<file path="src/rtl/pwr_supervisor.sv">
module pwr_supervisor #(
  parameter int REC_CYCLES = 20,
  parameter int RST_CYCLES = 56
) (
  input  logic clk,
  input  logic rst_n,
  input  logic above_wp_i,
  input  logic above_sw_i,
  output logic wp_o,
  output logic bat_sel_o,
  output logic chg_en_o,
  output logic rst_pull_o
);
  localparam int RW = $clog2(REC_CYCLES + 1);
  localparam int TW = $clog2(RST_CYCLES + 1);

  logic [1:0] wp_ff, sw_ff;
  logic       wp_ok, sw_ok;
  logic [RW-1:0] rec_cnt;
  logic [TW-1:0] rst_cnt;
  logic rec_done, rst_done, armed;

  initial begin
    AST_PARAM_ORDER: assert (RST_CYCLES > REC_CYCLES && REC_CYCLES > 0);
  end

  always_ff @(posedge clk or negedge rst_n) begin
    if (!rst_n) begin
      wp_ff <= '0;
      sw_ff <= '0;
    end else begin
      wp_ff <= {wp_ff[0], above_wp_i};
      sw_ff <= {sw_ff[0], above_sw_i};
    end
  end

  assign wp_ok = wp_ff[1];
  assign sw_ok = sw_ff[1];

  always_ff @(posedge clk or negedge rst_n) begin
    if (!rst_n) begin
      rec_cnt  <= '0;
      rec_done <= 1'b0;
    end else if (!wp_ok) begin
      rec_cnt  <= '0;
      rec_done <= 1'b0;
    end else if (!rec_done) begin
      if (rec_cnt == RW'(REC_CYCLES - 1)) rec_done <= 1'b1;
      else rec_cnt <= rec_cnt + 1'b1;
    end
  end

  always_ff @(posedge clk or negedge rst_n) begin
    if (!rst_n) begin
      rst_cnt  <= '0;
      rst_done <= 1'b0;
    end else if (!wp_ok) begin
      rst_cnt  <= '0;
      rst_done <= 1'b0;
    end else if (!rst_done) begin
      if (rst_cnt == TW'(RST_CYCLES - 1)) rst_done <= 1'b1;
      else rst_cnt <= rst_cnt + 1'b1;
    end
  end

  always_ff @(posedge clk or negedge rst_n) begin
    if (!rst_n) armed <= 1'b0;
    else if (wp_ok) armed <= 1'b1;
  end

  assign wp_o       = ~(wp_ok & rec_done);
  assign rst_pull_o = ~(wp_ok & rst_done);
  assign bat_sel_o  = armed & ~sw_ok;
  assign chg_en_o   = wp_ok;

  AST_REC_BOUND: assert property (@(posedge clk) disable iff (!rst_n) rec_cnt < RW'(REC_CYCLES));
  AST_RST_BOUND: assert property (@(posedge clk) disable iff (!rst_n) rst_cnt < TW'(RST_CYCLES));
  AST_WP_RELEASE_GOOD: assert property (@(posedge clk) disable iff (!rst_n) $fell(wp_o) |-> $past(wp_ok));
  AST_RST_AFTER_WP: assert property (@(posedge clk) disable iff (!rst_n) !rst_pull_o |-> !wp_o);
  AST_FAIL_BOTH: assert property (@(posedge clk) disable iff (!rst_n) $fell(wp_ok) |-> (wp_o && rst_pull_o));
  AST_SEAL_ONEWAY: assert property (@(posedge clk) disable iff (!rst_n) armed |=> armed);
  AST_NO_CHG_ON_BAT: assert property (@(posedge clk) disable iff (!rst_n) bat_sel_o |-> !chg_en_o);
  AST_REC_RESTART: assert property (@(posedge clk) disable iff (!rst_n) !wp_ok |=> (rec_cnt == '0 && rst_cnt == '0));
endmodule

</file>
<file path="config.mk">
export PLATFORM = sky130hd
export DESIGN_NAME = pwr_supervisor
export DESIGN_NICKNAME = d
export VERILOG_FILES = /design/src/rtl/pwr_supervisor.sv
export SDC_FILE = /design/constraint.sdc
export NUM_CORES = 1
export LEC_CHECK = 0
export ABC_CLOCK_PERIOD_IN_PS = 1500
export BUFFER_PORTS_ARGS = -buffer_cell sky130_fd_sc_hd__buf_2
export CORE_UTILIZATION = 42
export CTS_CLUSTER_DIAMETER = 40
export DETAILED_ROUTE_END_ITERATION = 10
export PLACE_DENSITY_LB_ADDON = 0.25
export SLEW_MARGIN = 20
export SYNTH_ARGS = -nofsm -noshare
export SYNTH_HDL_FRONTEND = slang
export SYNTH_SLANG_ARGS = --single-unit
export TNS_END_PERCENT = 50
</file>
<file path="constraint.sdc">
create_clock -name clk -period 1.5 [get_ports clk]
set_input_delay 0.075 -clock clk [delete_from_list [all_inputs] [get_ports clk]]
set_output_delay 0.075 -clock clk [all_outputs]
set_load 0.01 [all_outputs]
</file>
==> impl_metrics.env <==
export IMPL_status="finished clean"
export IMPL_required_ns=1.68
export IMPL_crit_arrival_ns=1.48
export IMPL_grt_setup_unrepaired="no"
export IMPL_crit_family="flip-flops"
export IMPL_tightest_slew_ns=0.398
export IMPL_grt_use_total_pct=14.3
export IMPL_post_route_cell_area_sq_um=991
export IMPL_clk_pin_slew_ns=0.11
export IMPL_diodes=0
export IMPL_vdd_drop_max_uv=787
export IMPL_worstHoldPathType="input port to asynchronous set/reset pin"
export IMPL_grt_pass1_vias=496
export IMPL_grt_start_max_net_pins=20
export IMPL_max_freq_mhz=774
export IMPL_clkSinkCount=18
export IMPL_synthMostInstantiatedCell="dfrtp_1"
export IMPL_h_tree_depth=1
export IMPL_intPower_w=0.000753
export IMPL_fin_crit_ns=1.29
export IMPL_crit_path_end_kind="flip-flop"
export IMPL_drcViolationCount=0
export IMPL_crit_chain="ha_1 -> nand2_1 -> nor2_1 -> a211o_2"
export IMPL_syn_to_final_growth_pct=13.6
export IMPL_synth_commonest_cells="dfrtp_1 (18), nand2_1 (12), and2_1 (4), nand2b_1 (4), nor2b_1 (4)"
export IMPL_combPwrFrac_pct=15.1
export IMPL_synth_area_per_cell_sq_um=11.0
export IMPL_path_depth=4
export IMPL_die_x_um=47.6
export IMPL_cts_root_buf="clkbuf_4"
export IMPL_synth_edf_count=0
export IMPL_reg2reg_from="rst_cnt[0]"
export IMPL_drive_gt1_share_pct=17.6
export IMPL_io_pins=8
export IMPL_fin_worst_skew_ns=0.00377
export IMPL_grt_antenna_before_repair=0
export IMPL_seq_power_share_pct=55.7
export IMPL_cp_slowest_cell="dfrtp_1"
export IMPL_fin_util_pct=50.5
export IMPL_clock_latency_ns=0.29
export IMPL_placed_cell_area_sq_um=925
export IMPL_drtIter0Drc=18
export IMPL_power_leakage_nw=0.477
export IMPL_post_cts_buffers=0
export IMPL_critPathKind="flip-flop to flip-flop"
export IMPL_cts_buffer_depth=2
export IMPL_dp_hpwl_um=966
export IMPL_ys_warn_count=0
export IMPL_port_buffers=7
export IMPL_via_per_inst=5.14
export IMPL_cts_tree="done"
export IMPL_cpPeakStageDelay_ns=0.43
export IMPL_p_total_w=0.00102
export IMPL_synthFlopType="dfrtp_1"
export IMPL_dieArea_sq_um=2260
export IMPL_nets=98
export IMPL_totalWireLength_um=1390
export IMPL_yosysSeqAreaShare_pct=51.6
export IMPL_ant_nets=0
export IMPL_gr_total_overflow=0
export IMPL_clkPwrFrac_pct=29.2
export IMPL_p_per_area_nw_per_um2=1030
export IMPL_fin_tns_setup_ns=0
export IMPL_p_sw_w=0.000267
export IMPL_grt_pass1_wl_um=2220
export IMPL_synthCells=79
export IMPL_drt_pre_antenna_iters=4
export IMPL_dp_cells=111
export IMPL_routedWlPerCell_um=11.8
export IMPL_setup_violations=0
export IMPL_synth_top_cell_area_share_pct=51.6
export IMPL_start_kind="flip-flop"
export IMPL_numCtsBuffers=3
export IMPL_cp_num_buf_inv=0
export IMPL_finalCritPeriodShare_pct=86.2
export IMPL_stdcell_count=118
export IMPL_r2r_setup_slack_ns=0.21
export IMPL_final_hold_viol_count=0
export IMPL_r2r_end="rst_cnt[1]"
export IMPL_synth_area_leaders="dfrtp_1 (52%), nand2_1 (5.2%), mux2i_1 (3.4%)"
export IMPL_reg2reg_depth=4
export IMPL_cp_max_fo=5
export IMPL_report_final_slew_viol_count=0
export IMPL_synth_cell_type_count=32
export IMPL_async_flop_share_pct=100
export IMPL_die_h_um=47.6
export IMPL_gp_congestion=0.692
export IMPL_initial_core_util_pct=44.5
export IMPL_synth_seq_cells=18
export IMPL_num_vias=607
export IMPL_p_sw_share_pct=26.2
export IMPL_slew_limit_headroom_pct=73.5
export IMPL_maxCapViolations=0
export IMPL_core_area_sq_um=1960
export IMPL_syn_nets=85
export IMPL_rows=16
export IMPL_syn_area_sq_um=872
export IMPL_synth_top_area_cell="dfrtp_1"
[power by group through the flow]
stage / clock (W) / sequential [W] / combinational, W
finish: 0.000298 / 0.000568 / 0.000154
floorplan: 0 / 0.000568 / 0.000117
global placement: 0 / 0.000575 / 0.000148
global route: 0.000327 / 0.000575 / 0.000178
CTS: 0.000314 / 0.000568 / 0.000155
detailed placement: 0 / 0.000577 / 0.000149
[sequential cells by signal (all words and copies together), names as in the netlist]
signal    cells
sw_ff         2
rst_done      1
rec_cnt       5
rst_cnt       6
rec_done      1
armed         1
wp_ff         2
[cell families (layout without fill, tap and decap cells)]
| kind of cell | count (synthesis) | in the layout | synth area share [%] |
|---|---|---|---|
| AND/OR/NAND/NOR | 39 | 39 | 26.7 |
| flip-flops | 18 | 18 | 51.6 |
| XOR/XNOR | 3 | 3 | 3.01 |
| multiplexers | 3 | 3 | 3.44 |
| adder cells (fa/ha/maj) | 2 | 2 | 2.87 |
| buffers and inverters | 4 | 16 | 3.16 |
| AO/OA/AOI/OAI | 10 | 10 | 9.18 |
[timing repair]
action                    CTS  global route
gates resized for setup     0             0
hold endpoints to repair   20             0
hold buffers                3             0
[through the flow]
stage	hold WS [ns]	worst slack, ns
after floorplan	-0.221	0.285
after global placement	0.0319	0.237
after detailed placement	0.0324	0.233
after CTS	0.240	0.206
after global routing	0.282	0.121
final	0.233	0.207
[routing by layer]
metal | vias to the layer above | routed length (um) | track usage, %
li1 | 297 | - | -
met1 | 301 | 670 | 20.3
met2 | 7 | 663 | 20.8
met3 | 2 | 36 | 3.40
met4 | 0 | 18 | 6.67
met5 | - | 0 | 0
[layout make-up]
class,count,area (sq um)
fill,205,971
sequential,18,450
multi-input combinational,57,394
timing repair buffer,11,72.6
clock buffer,4,36.3
tap,27,33.8
inverter,1,3.75
[cell usage in the layout, fill, tap and decap left out, types with 2 or more instances in the layout]
cell type,count
dfrtp_1,18
nand2_1,12
buf_2,7
nor2b_1,4
and2_1,4
nand2b_1,4
nand4b_1,3
xnor2_1,3
nand3_1,3
mux2i_1,3
clkbuf_4,3
dlygate4sd3_1,3
nor2_1,2
ha_1,2
[worst max-delay path by stage]
stage,end,startpoint
after floorplan,rst_cnt[1],rst_cnt[0]
after global placement,rst_cnt[1],rst_cnt[0]
after detailed placement,rst_cnt[1],rst_cnt[0]
after CTS,rst_cnt[0],rst_cnt[0]
after global routing,wp_o,wp_ff[1]
final,rst_cnt[1],rst_cnt[0]
(Power assumes the default switching activity.)
